[src/rtl/lifo_rev_pkg.sv]
package lifo_rev_pkg;
  typedef enum logic {
    STACK_A = 1'b0,
    STACK_B = 1'b1
  } stack_id_e;
endpackage

[src/rtl/strobe_fall_det.sv]
module strobe_fall_det (
  input  logic clk_i,
  input  logic rst_ni,
  input  logic strobe_i,
  output logic prev_o,
  output logic fall_o
);
  logic prev_q;

  always_ff @(posedge clk_i or negedge rst_ni) begin
    if (!rst_ni) prev_q <= 1'b0;
    else         prev_q <= strobe_i;
  end

  assign prev_o = prev_q;
  assign fall_o = prev_q & ~strobe_i;

  // After a detected fall the strobe sits low, so the next edge cannot fall again
  AST_FALL_SINGLE: assert property (@(posedge clk_i) disable iff (!rst_ni)
    fall_o |=> !fall_o);
endmodule

[src/rtl/lifo_stack.sv]
module lifo_stack #(
  parameter int DW    = 16,
  parameter int DEPTH = 8
) (
  input  logic          clk_i,
  input  logic          rst_ni,
  input  logic          clr_i,
  input  logic          push_i,
  input  logic          pop_i,
  input  logic [DW-1:0] wdata_i,
  output logic [DW-1:0] rdata_o,
  output logic          full_o
);
  localparam int AW = (DEPTH > 1) ? $clog2(DEPTH) : 1;
  localparam int CW = $clog2(DEPTH + 1);
  localparam logic [CW-1:0] FULL_CNT = CW'(DEPTH);

  logic [DW-1:0] mem_q [DEPTH];
  logic [CW-1:0] cnt_q, cnt_d, base;
  logic [CW-1:0] top_idx;
  logic          wr_ok;

  // count after an optional clear in this same cycle
  assign base    = clr_i ? '0 : cnt_q;
  assign full_o  = (base == FULL_CNT);
  assign wr_ok   = push_i && !full_o;
  assign top_idx = cnt_q - 1'b1;
  assign rdata_o = (cnt_q == '0) ? '0 : mem_q[top_idx[AW-1:0]];

  always_comb begin
    cnt_d = base;
    if (wr_ok)                      cnt_d = base + 1'b1;
    else if (pop_i && base != '0)   cnt_d = base - 1'b1;
  end

  always_ff @(posedge clk_i or negedge rst_ni) begin
    if (!rst_ni) cnt_q <= '0;
    else         cnt_q <= cnt_d;
  end

  always_ff @(posedge clk_i) begin
    if (wr_ok) mem_q[base[AW-1:0]] <= wdata_i;
  end

  AST_CNT_BOUND: assert property (@(posedge clk_i) disable iff (!rst_ni)
    cnt_q <= FULL_CNT);
  AST_CLR_EMPTIES: assert property (@(posedge clk_i) disable iff (!rst_ni)
    (clr_i && !push_i) |=> (cnt_q == '0));
  AST_NO_PUSH_POP: assert property (@(posedge clk_i) disable iff (!rst_ni)
    !(push_i && pop_i));
endmodule

[src/rtl/lifo_reverser.sv]
module lifo_reverser #(
  parameter int DW    = 16,
  parameter int DEPTH = 8
) (
  input  logic          clk_i,
  input  logic          rst_ni,
  input  logic          rev_en_i,
  input  logic [DW-1:0] din_i,
  input  logic          din_vld_i,
  input  logic          xfer_i,
  output logic [DW-1:0] dout_o,
  output logic          ovf_o
);
  import lifo_rev_pkg::*;

  localparam int NSTK = 2;

  // reset: asynchronous assert, synchronous release
  logic rst_s1_q, rst_s2_q, rst_n;
  always_ff @(posedge clk_i or negedge rst_ni) begin
    if (!rst_ni) begin
      rst_s1_q <= 1'b0;
      rst_s2_q <= 1'b0;
    end else begin
      rst_s1_q <= 1'b1;
      rst_s2_q <= rst_s1_q;
    end
  end
  assign rst_n = rst_s2_q & rst_ni;

  logic xfer_prev, xfer_fall, swap;
  strobe_fall_det u_fall (
    .clk_i    (clk_i),
    .rst_ni   (rst_n),
    .strobe_i (xfer_i),
    .prev_o   (xfer_prev),
    .fall_o   (xfer_fall)
  );

  stack_id_e     wsel_q, wsel_d;
  logic [DW-1:0] dout_q, dout_d;
  logic          ovf_q, ovf_d;
  logic          step;
  logic [DW-1:0] stk_rd [NSTK];
  logic          stk_full [NSTK];

  assign swap   = rev_en_i & xfer_fall;
  assign wsel_d = stack_id_e'(wsel_q ^ swap);
  assign step   = rev_en_i & din_vld_i;

  for (genvar g = 0; g < NSTK; g++) begin : g_stk
    logic is_wr;
    assign is_wr = (wsel_d == stack_id_e'(g));
    lifo_stack #(.DW(DW), .DEPTH(DEPTH)) u_stk (
      .clk_i   (clk_i),
      .rst_ni  (rst_n),
      .clr_i   (swap && is_wr),
      .push_i  (step && is_wr),
      .pop_i   (step && !is_wr),
      .wdata_i (din_i),
      .rdata_o (stk_rd[g]),
      .full_o  (stk_full[g])
    );
  end

  always_comb begin
    dout_d = dout_q;
    if (din_vld_i) begin
      if (rev_en_i) dout_d = (wsel_d == STACK_A) ? stk_rd[1] : stk_rd[0];
      else          dout_d = din_i;
    end
    ovf_d = ovf_q | (step & ((wsel_d == STACK_A) ? stk_full[0] : stk_full[1]));
  end

  always_ff @(posedge clk_i or negedge rst_n) begin
    if (!rst_n) begin
      wsel_q <= STACK_A;
      dout_q <= '0;
      ovf_q  <= 1'b0;
    end else begin
      wsel_q <= wsel_d;
      if (din_vld_i) dout_q <= dout_d;
      ovf_q  <= ovf_d;
    end
  end

  assign dout_o = dout_q;
  assign ovf_o  = ovf_q;

  AST_BYPASS_DELAY: assert property (@(posedge clk_i) disable iff (!rst_n)
    (!rev_en_i && din_vld_i) |=> (dout_o == $past(din_i)));
  AST_HOLD_IDLE: assert property (@(posedge clk_i) disable iff (!rst_n)
    !din_vld_i |=> $stable(dout_o));
  AST_OVF_STICKY: assert property (@(posedge clk_i) disable iff (!rst_n)
    ovf_o |=> ovf_o);
  AST_SWAP_ON_FALL: assert property (@(posedge clk_i) disable iff (!rst_n)
    !(rev_en_i && xfer_prev && !xfer_i) |=> $stable(wsel_q));
endmodule

[config.mk]
export PLATFORM = sky130hd
export DESIGN_NAME = lifo_reverser
export DESIGN_NICKNAME = d
export VERILOG_FILES = /design/src/rtl/lifo_rev_pkg.sv /design/src/rtl/strobe_fall_det.sv /design/src/rtl/lifo_stack.sv /design/src/rtl/lifo_reverser.sv
export SDC_FILE = /design/constraint.sdc
export NUM_CORES = 1
export LEC_CHECK = 0
export BUFFER_PORTS_ARGS = -buffer_cell sky130_fd_sc_hd__buf_2
export CORE_AREA = 8 8 116 225
export DETAILED_ROUTE_END_ITERATION = 8
export DIE_AREA = 0 0 124 233
export PLACE_DENSITY = 0.66
export SYNTH_ARGS = -nofsm -noshare
export SYNTH_HDL_FRONTEND = slang
export SYNTH_SLANG_ARGS = --single-unit
[constraint.sdc]
create_clock -name clk_i -period 2.85 [get_ports clk_i]
set_input_delay 0.4275 -clock clk_i [delete_from_list [all_inputs] [get_ports clk_i]]
set_output_delay 0.4275 -clock clk_i [all_outputs]
set_load 0.1 [all_outputs]
==> flow_summary_export.csv <==
group,metric,value,unit
die,die_h,233,um
setup_path,cp_max_fo,20,
synthesis,ys_ff_latch,285,
timing,finClkSkew,0.01195,ns
setup_path,start_kind,"register",
setup_path,critical_path.top_delay_family,"flip-flops",
synthesis,synth_top_area_frac,0.6752,
global_route,grt_pass1_vias,6297,
power_and_ir_drop,total_leakage_power,4.228,nW
min_path,hp-start,"xfer_i",
clocking,htree_levels,1,
synthesis,yosysUniqueCellTypes,50,
placement,place_inst,925,
placement,io_buffers,37,
synthesis,yosysTopAreaCell,"edfxtp_1",
setup_path,cp.required,3.26,ns
setup_path,critPathKind,"reg2reg",
global_route,overflow,0,
status,outcome,"finished, final reports clean",
synthesis,yosysSeqAreaShare,0.7389,
timing,tightest_slew,1.004,ns
clocking,post_cts_buffers,0,
drt,via_per_inst,6.138,
drt,num_vias,5948,
layout,drive_above_1_share,0.2697,
timing,slew_headroom,0.3309,
power_and_ir_drop,ir_worst_vdd,0.5055,mV
layout,final_cell_count_no_fill,969,
drt,wl,24.62,mm
setup_path,timing.rr.end,"dout_o[2]$_DFFE_PN0P_",
setup_path,crit_path_end_kind,"register",
synthesis,synth-edff-count,256,
clocking,clk_latency,0.53,ns
setup_path,max_stage_delay,0.63,ns
layout,final_util,0.5539,
placement,hpwl,17.02,mm
die,core_region_area,23130,um2
synthesis,ys.flop_type,"edfxtp_1",
die,die_x,124,um
synthesis,yosys-top-cells-area,"edfxtp_1, mux4_2, dfrtp_1, a21oi_1, nand3_1",
timing,fmaxAchievable,426.5,MHz
synthesis,syn-cell-area,11390,um2
drt,dr.pass1.iters,5,
timing,hold_violations,0,
setup_path,regToRegSetupSlack,0.51,ns
timing,drv_slew,0,
clocking,cts_tree,"yes",
clocking,clk_path_buf_depth,3,
synthesis,synth_cells,608,
setup_path,worst-path-buf-inv,2,
power_and_ir_drop,powerDensity,1051,nW/um2
global_route,grt_use_total,0.1750,
timing,period_share,0.8227,
power_and_ir_drop,power,0.01347,W
setup_path,reg2reg_from,"g_stk[0].u_stk.cnt_q[1]$_DFF_PN0_",
placement,place_ws,0.3657,ns
placement,gp_congestion,0.8849,
setup_path,crit_slowest_cell,"dfrtp_1",
job,drv_cap,0,
clocking,cts_sinks,285,
timing,setup_ws,0.5054,ns
setup_path,cp.arrival,2.75,ns
die,rows,79,
min_path,hold_path_depth,1,
clocking,cts_root_buf,"clkbuf_16",
layout,area_growth,12.52,%
die,pin_count,38,
global_route,grt_pass1_wl,37.69,mm
layout,nets,694,
timing,setup_viol,0,
layout,fill_cells,1796,
clocking,clkTransAtPathRegs,0.07,ns
clocking,cts_buffers,24,
timing,hold_slack,0.05008,ns
timing,fin_crit,2.345,ns
drt,drt_iter0_markers,525,
drt,ant_nets,0,
clocking,post_cts_resized,0,
min_path,whs_endpoint,"u_fall.prev_o$_DFF_PN0_",
synthesis,syn_avg_cell_area,18.73,um2
global_route,antenna_found_initial,0,
setup_path,crit_chain,"inv_1 > ha_1 > buf_4 > mux4_2 > nand3_1 > and3_1 > a21oi_1",
die,die-area,28890,um2
drt,wl_per_cell,25.41,um
die,floorplan.initialDensity,0.4923,
synthesis,syn_nets,633,
layout,antenna_cells,0,
synthesis,synthArstFlopShare,0.1018,
min_path,hp-class,"in2reg",
global_route,grt_max_degree,42,
setup_path,r2r_cells,7,
synthesis,yosys_warnings,0,
timing,rsz0062_at_grt,"false",
drt,drc,0,
## synth_stat cells, drive strengths merged, types with 2 or more instances
cell,n
a21o,2
and2,2
nor4,2
o22ai,16
a31oi,4
o211ai,17
xnor2,2
nand3b,3
dfrtp,29
nand4,2
edfxtp,256
ha,4
mux4,64
nand2b,6
nor2,13
buf,26
o21ai,8
nand3,36
nand2,9
a22oi,3
and3,18
o21a,2
inv,8
o21bai,3
a21oi,37
and3b,2
nor3,4
clkbuf,15
## cell families after synthesis
group | after synthesis | share of synthesized area
AO/OA/AOI/OAI | 97 | 0.05231
XOR/XNOR | 2 | 0.002198
adder cells (fa/ha/maj) | 4 | 0.004396
buffers and inverters | 49 | 0.02352
flip-flops | 285 | 0.7389
multiplexers | 65 | 0.1275
other | 1 | 0.0003294
AND/OR/NAND/NOR | 105 | 0.05088
## layout by cell type, fill, tap and decap left out, types with 13 or more instances in the layout
cell type    n
a21oi_1     37
and3_1      18
buf_2       37
buf_4       37
clkbuf_16   25
dfrtp_1     27
edfxtp_1   256
mux4_2      64
nand3_1     36
nor2_1      13
o211ai_1    17
o22ai_1     16
## per-stage QoR
step	setup TNS (ns)	cell area, um2
4_1_cts	0	12810
3_5_place_dp	0	12040
6_report	0	12810
2_1_floorplan	-0.2660	11410
3_3_place_gp	0	12040
5_1_grt	0	12810
## layer usage
layer,vias to the layer above,GRT usage,part of all wire
li1,2606,-,-
met1,3137,0.1918,0.35
met2,170,0.3328,0.59
met3,35,0.01869,0.040
met4,0,0.06360,0.023
met5,-,0,0
## how the worst max path moves through the flow
stage	start	depth (start not counted)	end
2_1_floorplan	rev_en_i	6	g_stk[1].u_stk.mem_q[5][0]$_DFFE_PP_
3_3_place_gp	rev_en_i	7	g_stk[0].u_stk.mem_q[5][12]$_DFFE_PP_
3_5_place_dp	rev_en_i	7	g_stk[0].u_stk.mem_q[5][14]$_DFFE_PP_
4_1_cts	g_stk[0].u_stk.cnt_q[1]$_DFF_PN0_	7	dout_o[12]$_DFFE_PN0P_
5_1_grt	g_stk[0].u_stk.cnt_q[1]$_DFF_PN0_	7	dout_o[12]$_DFFE_PN0P_
6_report	g_stk[0].u_stk.cnt_q[1]$_DFF_PN0_	7	dout_o[2]$_DFFE_PN0P_
## flip-flops by register name, summed over array words and instances (netlist names)
name	flops
g_stk.u_stk.mem_q	256
ovf_o	1
u_fall.prev_o	1
wsel_q	1
dout_o	16
g_stk.u_stk.cnt_q	8
rst_s1_q	1
rst_s2_q	1
## what timing repair did
action / 4_1_cts / 5_1_grt
hold buffers: 1 / 0
setup endpoints to repair: 0 / 0
endpoints found under the hold margin: 2 / 0
## final cells by class
type,instances,area (um2),area share
clock inverter,16,130.1,0.01016
clock buffer,27,633.1,0.04942
timing repair buffer,76,493.0,0.03848
inverter,8,30.03,0.002344
multi-input combinational,274,2755,0.2151
sequential,285,8416,0.6569
tap,283,354.1,0.02764
## power by group
group / leakage [nW] / internal, W / switching [W]
clock: 0.368 / 0.00178 / 0.00142
sequential: 2.66 / 0.00491 / 0.000249
combinational: 1.20 / 0.00194 / 0.00317
total: 4.23 / 0.00862 / 0.00484
Power figures use the tool's default switching activity.
